`src/rtl/rdma_hdr_pkg.sv`:
```
package rdma_hdr_pkg;
  localparam logic [7:0] OP_FIRST    = 8'h26;
  localparam logic [7:0] OP_MID      = 8'h27;
  localparam logic [7:0] OP_LAST     = 8'h28;
  localparam logic [7:0] OP_LAST_IMM = 8'h29;
  localparam logic [7:0] OP_ONLY     = 8'h2A;
  localparam logic [7:0] OP_ONLY_IMM = 8'h2B;

  localparam int BASE_HDR_B = 54;
  localparam int RETH_B     = 16;
  localparam int IMM_B      = 4;
  localparam int ICRC_B     = 4;
  localparam int ETH_B      = 14;
  localparam int ETH_IP_B   = 34;

  // fixed IP/UDP values for the serialiser
  localparam int IP_VERSION   = 4;
  localparam int IP_IHL       = 5;
  localparam int IP_TTL       = 127;
  localparam int IP_FLAGS     = 2;
  localparam int IP_PROTO_UDP = 17;
  localparam int UDP_DPORT    = 4791;

  typedef enum logic [3:0] {
    CA_PPM    = 4'd0,
    CA_NMSG   = 4'd1,
    CA_SA_LO  = 4'd2,
    CA_SA_HI  = 4'd3,
    CA_DMA    = 4'd4,
    CA_RKEY   = 4'd5,
    CA_IMM    = 4'd6,
    CA_FLAGS  = 4'd7,
    CA_PAYLD  = 4'd8
  } cfg_addr_e;

  typedef struct packed {
    logic imm_is_cnt;
    logic use_imm;
  } flags_t;
endpackage

```
`src/rtl/rdma_hdr_cnt.sv`:
```
module rdma_hdr_cnt #(
  parameter int CNT_W = 16,
  parameter int MSG_W = 32
) (
  input  logic             clk_i,
  input  logic             rst_ni,
  input  logic             clr_i,
  input  logic             step_i,
  input  logic [CNT_W-1:0] ppm_i,
  input  logic [CNT_W-1:0] nmsg_i,
  output logic [MSG_W-1:0] msg_cnt_o,
  output logic [CNT_W-1:0] msg_wrap_o,
  output logic             first_o,
  output logic             last_o
);
  logic [CNT_W-1:0] pkt_idx_q, wrap_q, ppm_eff, nmsg_eff;
  logic [MSG_W-1:0] msg_q;
  logic             wrap_end;

  assign ppm_eff  = (ppm_i  == '0) ? CNT_W'(1) : ppm_i;
  assign nmsg_eff = (nmsg_i == '0) ? CNT_W'(1) : nmsg_i;
  assign first_o  = (pkt_idx_q == '0);
  assign last_o   = (pkt_idx_q >= ppm_eff - CNT_W'(1));
  assign wrap_end = (wrap_q >= nmsg_eff - CNT_W'(1));

  always_ff @(posedge clk_i or negedge rst_ni) begin
    if (!rst_ni) begin
      pkt_idx_q <= '0;
      wrap_q    <= '0;
      msg_q     <= '0;
    end else if (clr_i) begin
      pkt_idx_q <= '0;
      wrap_q    <= '0;
      msg_q     <= '0;
    end else if (step_i) begin
      if (last_o) begin
        pkt_idx_q <= '0;
        msg_q     <= msg_q + MSG_W'(1);
        wrap_q    <= wrap_end ? '0 : wrap_q + CNT_W'(1);
      end else begin
        pkt_idx_q <= pkt_idx_q + CNT_W'(1);
      end
    end
  end

  assign msg_cnt_o  = msg_q;
  assign msg_wrap_o = wrap_q;
endmodule

```
`src/rtl/rdma_hdr_opsel.sv`:
```
module rdma_hdr_opsel
  import rdma_hdr_pkg::*;
#(
  parameter int LEN_W = 16
) (
  input  logic             first_i,
  input  logic             last_i,
  input  logic             use_imm_i,
  output logic [7:0]       opcode_o,
  output logic             has_reth_o,
  output logic             has_imm_o,
  output logic [LEN_W-1:0] hdr_len_o
);
  always_comb begin
    if (first_i && last_i)  opcode_o = use_imm_i ? OP_ONLY_IMM : OP_ONLY;
    else if (first_i)       opcode_o = OP_FIRST;
    else if (last_i)        opcode_o = use_imm_i ? OP_LAST_IMM : OP_LAST;
    else                    opcode_o = OP_MID;
  end

  assign has_reth_o = first_i;
  assign has_imm_o  = last_i && use_imm_i;
  assign hdr_len_o  = LEN_W'(BASE_HDR_B)
                    + (has_reth_o ? LEN_W'(RETH_B) : '0)
                    + (has_imm_o  ? LEN_W'(IMM_B)  : '0);
endmodule

```
`src/rtl/rdma_hdr_vaddr.sv`:
```
module rdma_hdr_vaddr #(
  parameter int AW    = 64,
  parameter int DW    = 32,
  parameter int IDX_W = 16
) (
  input  logic [AW-1:0]    start_i,
  input  logic [DW-1:0]    dma_len_i,
  input  logic [IDX_W-1:0] idx_i,
  output logic [AW-1:0]    vaddr_o
);
  assign vaddr_o = start_i + AW'(dma_len_i) * AW'(idx_i);
endmodule

```
`src/rtl/rdma_wr_hdr_seq.sv`:
```
module rdma_wr_hdr_seq
  import rdma_hdr_pkg::*;
#(
  parameter int PSN_W  = 24,
  parameter int CFG_AW = 4,
  parameter int DW     = 32,
  parameter int CNT_W  = 16,
  parameter int LEN_W  = 16
) (
  input  logic              clk_i,
  input  logic              rst_ni,
  input  logic              cfg_we_i,
  input  logic [CFG_AW-1:0] cfg_addr_i,
  input  logic [DW-1:0]     cfg_wdata_i,
  input  logic              blk_valid_i,
  input  logic [PSN_W-1:0]  blk_bsn_i,
  output logic              blk_ready_o,
  output logic              hdr_valid_o,
  input  logic              hdr_ack_i,
  output logic [7:0]        hdr_opcode_o,
  output logic [PSN_W-1:0]  hdr_psn_o,
  output logic              hdr_has_reth_o,
  output logic [2*DW-1:0]   hdr_vaddr_o,
  output logic [DW-1:0]     hdr_rkey_o,
  output logic [DW-1:0]     hdr_dma_len_o,
  output logic              hdr_has_imm_o,
  output logic [DW-1:0]     hdr_imm_o,
  output logic [LEN_W-1:0]  hdr_len_o,
  output logic [LEN_W-1:0]  ip_total_len_o,
  output logic [LEN_W-1:0]  udp_len_o
);
  localparam int AW = 2 * DW;

  logic [CNT_W-1:0] ppm_q, nmsg_q, payld_q;
  logic [DW-1:0]    sa_lo_q, sa_hi_q, dma_q, rkey_q, imm_q;
  flags_t           flags_q;

  always_ff @(posedge clk_i or negedge rst_ni) begin
    if (!rst_ni) begin
      ppm_q   <= CNT_W'(1);
      nmsg_q  <= CNT_W'(1);
      payld_q <= '0;
      sa_lo_q <= '0;
      sa_hi_q <= '0;
      dma_q   <= '0;
      rkey_q  <= '0;
      imm_q   <= '0;
      flags_q <= '0;
    end else if (cfg_we_i) begin
      case (cfg_addr_i)
        CA_PPM:   ppm_q   <= cfg_wdata_i[CNT_W-1:0];
        CA_NMSG:  nmsg_q  <= cfg_wdata_i[CNT_W-1:0];
        CA_SA_LO: sa_lo_q <= cfg_wdata_i;
        CA_SA_HI: sa_hi_q <= cfg_wdata_i;
        CA_DMA:   dma_q   <= cfg_wdata_i;
        CA_RKEY:  rkey_q  <= cfg_wdata_i;
        CA_IMM:   imm_q   <= cfg_wdata_i;
        CA_FLAGS: flags_q <= flags_t'(cfg_wdata_i[1:0]);
        CA_PAYLD: payld_q <= cfg_wdata_i[CNT_W-1:0];
        default: ;
      endcase
    end
  end

  logic             accept, first, last;
  logic [DW-1:0]    msg_cnt;
  logic [CNT_W-1:0] msg_wrap;

  assign blk_ready_o = !hdr_valid_o && !cfg_we_i;
  assign accept      = blk_valid_i && blk_ready_o;

  rdma_hdr_cnt #(.CNT_W(CNT_W), .MSG_W(DW)) i_cnt (
    .clk_i      (clk_i),
    .rst_ni     (rst_ni),
    .clr_i      (cfg_we_i),
    .step_i     (accept),
    .ppm_i      (ppm_q),
    .nmsg_i     (nmsg_q),
    .msg_cnt_o  (msg_cnt),
    .msg_wrap_o (msg_wrap),
    .first_o    (first),
    .last_o     (last)
  );

  logic [7:0]       op_d;
  logic             reth_d, imm_d;
  logic [LEN_W-1:0] hlen_d, frame_d;
  logic [AW-1:0]    vaddr_d;

  rdma_hdr_opsel #(.LEN_W(LEN_W)) i_opsel (
    .first_i    (first),
    .last_i     (last),
    .use_imm_i  (flags_q.use_imm),
    .opcode_o   (op_d),
    .has_reth_o (reth_d),
    .has_imm_o  (imm_d),
    .hdr_len_o  (hlen_d)
  );

  rdma_hdr_vaddr #(.AW(AW), .DW(DW), .IDX_W(CNT_W)) i_vaddr (
    .start_i   ({sa_hi_q, sa_lo_q}),
    .dma_len_i (dma_q),
    .idx_i     (msg_wrap),
    .vaddr_o   (vaddr_d)
  );

  assign frame_d = hlen_d + LEN_W'(payld_q) + LEN_W'(ICRC_B);

  always_ff @(posedge clk_i or negedge rst_ni) begin
    if (!rst_ni) begin
      hdr_valid_o    <= 1'b0;
      hdr_opcode_o   <= '0;
      hdr_psn_o      <= '0;
      hdr_has_reth_o <= 1'b0;
      hdr_vaddr_o    <= '0;
      hdr_rkey_o     <= '0;
      hdr_dma_len_o  <= '0;
      hdr_has_imm_o  <= 1'b0;
      hdr_imm_o      <= '0;
      hdr_len_o      <= '0;
      ip_total_len_o <= '0;
      udp_len_o      <= '0;
    end else if (accept) begin
      hdr_valid_o    <= 1'b1;
      hdr_opcode_o   <= op_d;
      hdr_psn_o      <= blk_bsn_i;
      hdr_has_reth_o <= reth_d;
      hdr_vaddr_o    <= vaddr_d;
      hdr_rkey_o     <= rkey_q;
      hdr_dma_len_o  <= dma_q;
      hdr_has_imm_o  <= imm_d;
      hdr_imm_o      <= flags_q.imm_is_cnt ? msg_cnt : imm_q;
      hdr_len_o      <= hlen_d;
      ip_total_len_o <= frame_d - LEN_W'(ETH_B);
      udp_len_o      <= frame_d - LEN_W'(ETH_IP_B);
    end else if (hdr_ack_i) begin
      hdr_valid_o    <= 1'b0;
    end
  end
endmodule

```
`config.mk`:
```
export PLATFORM = sky130hd
export DESIGN_NAME = rdma_wr_hdr_seq
export DESIGN_NICKNAME = d
export VERILOG_FILES = /design/src/rtl/rdma_hdr_pkg.sv /design/src/rtl/rdma_hdr_cnt.sv /design/src/rtl/rdma_hdr_opsel.sv /design/src/rtl/rdma_hdr_vaddr.sv /design/src/rtl/rdma_wr_hdr_seq.sv
export SDC_FILE = /design/constraint.sdc
export NUM_CORES = 2
export LEC_CHECK = 0
export BUFFER_PORTS_ARGS = -buffer_cell sky130_fd_sc_hd__buf_4
export CORE_UTILIZATION = 45
export CTS_BUF_LIST = sky130_fd_sc_hd__clkbuf_4 sky130_fd_sc_hd__clkbuf_8
export CTS_CLUSTER_SIZE = 24
export DETAILED_ROUTE_END_ITERATION = 8
export GPL_TIMING_DRIVEN = 1
export PLACE_DENSITY = 0.67
export SYNTH_ARGS = -nofsm -noshare
export SYNTH_HDL_FRONTEND = slang
export SYNTH_SLANG_ARGS = --single-unit
export TNS_END_PERCENT = 1
```
`constraint.sdc`:
```
create_clock -name clk_i -period 15.2 [get_ports clk_i]
set_input_delay 3.8 -clock clk_i [delete_from_list [all_inputs] [get_ports clk_i]]
set_output_delay 3.8 -clock clk_i [all_outputs]
set_load 0.01 [all_outputs]
```
Yosys cells after proc, flatten, opt, wreduce, memory -nomap -nowiden
Index checks and enable logic that the tools add are counted.
{"block": "word_totals", "regBits": 517, "inputBits": 65}
{"block": "op_classes", "n_addsub": 12, "multipliers": 1, "order_cmp": 2, "n_eq_ne": 8, "n_mux": 22, "n_reduce_logical": 23}
{"op": "16-bit two-way mux", "count": 9}
{"op": "32-bit two-way mux", "count": 4}
{"op": "64-bit by 48-bit adder with 64-bit output", "count": 1}
{"op": "16-bit zero test", "count": 3}
{"op": "32-bit by 16-bit multiplier with 48-bit output", "count": 1}
{"op": "16-bit by 1-bit adder with 16-bit output, second input constant", "count": 2}
{"op": "16-bit adder", "count": 2}
{"op": "32-bit by 1-bit adder with 32-bit output, second input constant", "count": 1}
{"op": "16-bit greater-or-equal comparator", "count": 2}
{"op": "16-bit by 1-bit subtractor with 16-bit output, second input constant", "count": 2}
{"op": "8-bit two-way mux", "count": 3}
{"op": "2-bit AND reduction", "count": 10}
{"op": "16-bit by 3-bit adder with 16-bit output, second input constant", "count": 1}
{"op": "6-bit by 16-bit adder with 16-bit output, first input constant", "count": 1}
{"op": "4-bit by 3-bit equality test with 1-bit output, second input constant", "count": 4}
{"op": "16-bit by 4-bit subtractor with 16-bit output, second input constant", "count": 1}
{"op": "16-bit by 6-bit subtractor with 16-bit output, second input constant", "count": 1}
{"op": "4-bit by 2-bit equality test with 1-bit output, second input constant", "count": 2}
{"op": "2-bit nonzero test", "count": 3}
{"op": "5-bit two-way mux", "count": 1}
{"op": "4-bit by 1-bit equality test with 1-bit output, second input constant", "count": 1}
{"op": "4-bit equality test, second input constant", "count": 1}
{"op": "1-bit logical AND", "count": 4}
{"op": "4-bit zero test", "count": 1}
{"op": "3 further kinds", "count": 7}

Depth between registers and ports, before layout
{"block": "depth", "word_depth": 10, "ltp_mapped": 35}

By module
From an unflattened synthesis, not the netlist that was laid out.
{"block": "unflattened", "hier_cells": 4328, "hier_area_um2": 41553.6}
{"module": "rdma_wr_hdr_seq", "instances": 1, "cells_per_inst": 1624, "area_each_um2": 18377.6, "seq_area_each_um2": 11288.3}
{"module": "rdma_hdr_vaddr", "instances": 1, "cells_per_inst": 2147, "area_each_um2": 18118.6, "seq_area_each_um2": 0.0}
{"module": "rdma_hdr_cnt", "instances": 1, "cells_per_inst": 529, "area_each_um2": 4877.2, "seq_area_each_um2": 1601.5}
{"module": "rdma_hdr_opsel", "instances": 1, "cells_per_inst": 28, "area_each_um2": 180.2, "seq_area_each_um2": 0.0}

Worst setup path after synthesis
No wires, ideal clock.
{"block": "synth_timing", "path_type": "input to output", "start": "input cfg_we_i", "end": "output blk_ready_o", "t_arrival_ns": 4.079, "t_required_ns": 11.400, "path_slack_ns": 7.321, "path_stages": 1, "path_buffers": 0, "cell_sequence": "nor2_1"}
{"block": "synth_via", "elab_chain_len": 2}
{"item": "start: declaration", "line": "rdma_wr_hdr_seq.sv:12", "text": "input logic cfg_we_i,"}
{"item": "1-bit zero test", "line": "rdma_wr_hdr_seq.sv:69", "text": "assign blk_ready_o = !hdr_valid_o && !cfg_we_i;"}
{"item": "1-bit logical AND", "line": "rdma_wr_hdr_seq.sv:69"}
{"item": "end: declaration", "line": "rdma_wr_hdr_seq.sv:17", "text": "output logic blk_ready_o,"}
Every way passes these cells.

Final worst setup path
Ends and elaborated chain as after synthesis.

==> Implementation_results.wiki <==
{| class="wikitable"
! Metric !! Value
|-
| Worst Setup End Kind || output port
|-
| Critical Path AT || 4720 ps
|-
| Data required, critical path || 11400 ps
|-
| Clock insertion delay at the later pin of the skew report || 750 ps
|-
| Bufs on Longest Clock Path || 3
|-
| Quantity of I/O buffers inserted on ports || 295
|-
| Sum of negative setup slack || 0 ps
|-
| Unrepaired setup endpoints after global routing || false
|-
| Width of the chip || 298.7 um
|-
| Cells along the critical path || buf_4, nor2_1, buf_4
|-
| Highest achievable clock rate || 117.4 MHz
|-
| Cell type contributing the most total cell area after synthesis || sky130_fd_sc_hd__dfrtp_1
|-
| Largest net degree at the start of global routing || 151
|-
| Leading cell type in the layout, fill and taps excluded || sky130_fd_sc_hd__nand2_1
|-
| Initial standard-cell utilization of the core || 45.51%
|-
| Final number of max-transition violations || 0
|-
| Number of warnings reported in the yosys synthesis log || 0
|-
| Hold buffer count at cts || 0
|-
| Unique cell type count in the Yosys netlist || 69
|-
| Pwr/cell area || 107.9 nW/um^2
|-
| CTS Sinks || 498
|-
| Fraction of layout instances using a drive strength above 1 || 15.82%
|-
| Count of fill cells added during filler insertion || 8006
|-
| Count of final hold-check violations || 0
|-
| Total CTS buffers || 88
|-
| Post-detailed-route wirelength per cell || 19.55 um
|-
| Post-Syn Area per Cell || 9.516 sq um
|-
| Post-layout net count || 5040
|-
| Via count of the first global-routing pass || 29530
|-
| #FFs+latches synth || 498
|-
| DRT antenna net count || 0
|-
| Worst-case setup slack after placement || 6702 ps
|-
| Number of optimization iterations in the first detailed-route pass || 6
|-
| Crit path max-delay cell type || sky130_fd_sc_hd__nor2_1
|-
| Min-Delay Path Class || reg -> reg
|-
| Die area || 89210 sq um
|-
| Most frequently used flop master after synthesis || sky130_fd_sc_hd__dfrtp_1
|-
| Final setup violation count || 0
|-
| Most used cells in the layout excluding fill and tap cells || sky130_fd_sc_hd__nand2_1 (883), sky130_fd_sc_hd__inv_1 (547), sky130_fd_sc_hd__dfrtp_1 (487), sky130_fd_sc_hd__fa_1 (467), sky130_fd_sc_hd__buf_4 (322)
|-
| Core area || 87020 sq um
|-
| Root buffer selected by CTS || sky130_fd_sc_hd__clkbuf_8
|-
| Min Clock Period, post-route || 8519 ps
|-
| Half-perimeter wire length after placement || 76960 um
|-
| Detailed Route Iter0 Violations || 2135
|-
| Leading cell types by total area after synthesis || sky130_fd_sc_hd__dfrtp_1 (31%), sky130_fd_sc_hd__fa_1 (24%), sky130_fd_sc_hd__nand2_1 (8.4%)
|-
| Max incr delay on CP || 460 ps
|-
| Share of the synthesized area in the top cell type || 31.34%
|-
| Async SR Flop Fraction || 100.0%
|-
| Global route overflow || 0
|-
| Met1 usage || 33.98%
|-
| Global routing's busiest layer || met2
|-
| VDD IR max || 0.1096 mV
|-
| Total global routing track utilization || 24.83%
|-
| Vias after detailed routing || 29580
|-
| Synthesis-to-finish area growth || 12.77%
|-
| Slew headroom || 24.99%
|-
| Crit-path most repeated cell || sky130_fd_sc_hd__buf_4
|-
| Die Height || 298.7 um
|-
| Final RePlAce weighted congestion || 0.9259
|-
| Post-synth EDFFs || 0
|-
| Resize count post-CTS || 0
|-
| TritonCTS clock tree || done
|-
| Actual slew at the worst max-slew pin || 1116 ps
|-
| Post-CTS setup-driven buffer insertion count || 0
|-
| Seq/Total Area, Yosys || 31.47%
|-
| Synthesized netlist cell count || 4162
|-
| Met3 track utilization from global routing || 6.303%
|-
| Reg-to-reg setup timing slack || 6970 ps
|-
| Classification of the worst setup path || in -> out
|-
| Placement Rows || 108
|-
| Final Routed Wirelength || 108800 um
|-
| Maximum fanout along the worst path || 40
|-
| Antenna violations before repair || 11
|-
| CTS HTree Levels || 3
|-
| Clock transition time at the flip-flop clock pins of the worst setup and hold paths || 60 ps
|-
| First-pass GRT wire length || 171600 um
|-
| Worst setup slack after layout || 6681 ps
|-
| DRC viols || 0
|-
| Number of violations of the max-capacitance limit || 0
|-
| Kind of start point of the critical path || input port
|-
| I/O pins || 309
|-
| Run status || complete, no violations
|-
| Period Utilization, post-route || 56.05%
|-
| Lkg Pwr || 21.51 nW
|-
| Largest clock skew in the final design || 51.72 ps
|-
| Post-Syn Area || 39610 sq um
|-
| Number of vias per cell || 5.316
|-
| Routing usage on met2 || 38.71%
|}
[Yosys cell counts, types with 9 or more instances]
library cell	n
sky130_fd_sc_hd__mux2i_1	35
sky130_fd_sc_hd__nand2_1	884
sky130_fd_sc_hd__buf_1	13
sky130_fd_sc_hd__nor4_1	13
sky130_fd_sc_hd__or3_1	23
sky130_fd_sc_hd__dfrtp_1	496
sky130_fd_sc_hd__nand3_1	40
sky130_fd_sc_hd__o21ai_0	173
sky130_fd_sc_hd__mux2_2	178
sky130_fd_sc_hd__a21oi_1	116
sky130_fd_sc_hd__a211oi_1	9
sky130_fd_sc_hd__ha_1	174
sky130_fd_sc_hd__nand2b_1	10
sky130_fd_sc_hd__nand4_1	26
sky130_fd_sc_hd__nor2_1	149
sky130_fd_sc_hd__buf_4	19
sky130_fd_sc_hd__xnor2_1	68
sky130_fd_sc_hd__o21a_1	12
sky130_fd_sc_hd__and3_1	41
sky130_fd_sc_hd__and2_1	147
sky130_fd_sc_hd__o21bai_1	14
sky130_fd_sc_hd__fa_1	467
sky130_fd_sc_hd__nor3_1	37
sky130_fd_sc_hd__clkbuf_1	223
sky130_fd_sc_hd__nor2b_1	14
sky130_fd_sc_hd__xor2_1	67
sky130_fd_sc_hd__inv_1	547
sky130_fd_sc_hd__a31oi_1	23
sky130_fd_sc_hd__a21o_1	43
[report_power, final]
group	internal (mW)	switching, mW	total (mW)
Combinational	0.628	0.784	1.41
Clock	0.844	0.616	1.46
Sequential	1.62	0.331	1.95
Total	3.09	1.73	4.82
[path summary, 6_finish.rpt]
kind,startpoint,end,cells past startpoint
max,cfg_we_i,blk_ready_o,3
min,rkey_q[7],hdr_rkey_o[7],2
max reg2reg,ppm_q[8],ip_total_len_o[15],32
min reg2reg,rkey_q[7],hdr_rkey_o[7],2
max in group asynchronous,rst_ni,i_cnt.msg_cnt_o[13],3
min in group asynchronous,rst_ni,sa_lo_q[18],1
[sequential cells by signal, indices dropped and copies added (netlist names), 4 cells and up]
signal,count
ip_total_len_o,16
payld_q,16
imm_q,32
nmsg_q,16
udp_len_o,14
i_cnt.msg_wrap_o,16
rkey_q,32
hdr_vaddr_o,64
dma_q,32
hdr_imm_o,32
hdr_dma_len_o,32
sa_lo_q,32
hdr_psn_o,24
hdr_len_o,5
hdr_opcode_o,4
ppm_q,16
i_cnt.msg_cnt_o,32
sa_hi_q,32
hdr_rkey_o,32
i_cnt.pkt_idx_q,16
[cells by family after synthesis]
kind of cell | after synthesis | share of synthesized area, %
mux | 213 | 5.945
other cells | 1 | 0.009468
simple gates | 1419 | 15.83
flops | 498 | 31.47
xor+xnor | 135 | 2.985
compound gates | 453 | 6.874
buf+inv | 802 | 7.781
fa+ha+maj | 641 | 29.10
[metrics by stage]
| step | area (sq um) | std cells | power, mW | util, % | hold slack, ps |
|---|---|---|---|---|---|
| finish | 44670 | 5564 | 4.819 | 51.33 | 456.2 |
| global route | 44660 | 5562 | 5.108 | 51.32 | 483.6 |
| global placement | 42590 | 5399 | 3.344 | 48.94 | 445.7 |
| floorplan | 39650 | 4174 | 2.711 | - | 433.1 |
| CTS | 44660 | 5560 | 4.865 | 51.31 | 448.7 |
| detailed placement | 42590 | 5399 | 3.382 | 48.94 | 450.8 |
[routing by layer]
layer	part of all wire (%)	vias to the layer above
met3	8.7	189
met1	42	14960
met5	0.012	-
met4	3.1	2
li1	-	13410
met2	46	1019
[critical path, delay by kind of cell]
family                 cells  cell delay, ps
buffers and inverters      2             460
AND/OR/NAND/NOR            1             460
[area by class of cell]
| class | count | area, sq um | share of cell area (%) |
|---|---|---|---|
| clock inverters | 27 | 410.4 | 0.9188 |
| flip-flops and latches | 498 | 12480 | 27.93 |
| well taps | 1155 | 1445 | 3.235 |
| multi-input cells | 2874 | 24140 | 54.05 |
| inverters | 547 | 2053 | 4.597 |
| clock buffers | 134 | 1657 | 3.709 |
| diodes | 4 | 10.01 | 0.02241 |
| repair buffers | 325 | 2472 | 5.535 |
(Power assumes the default switching activity.)
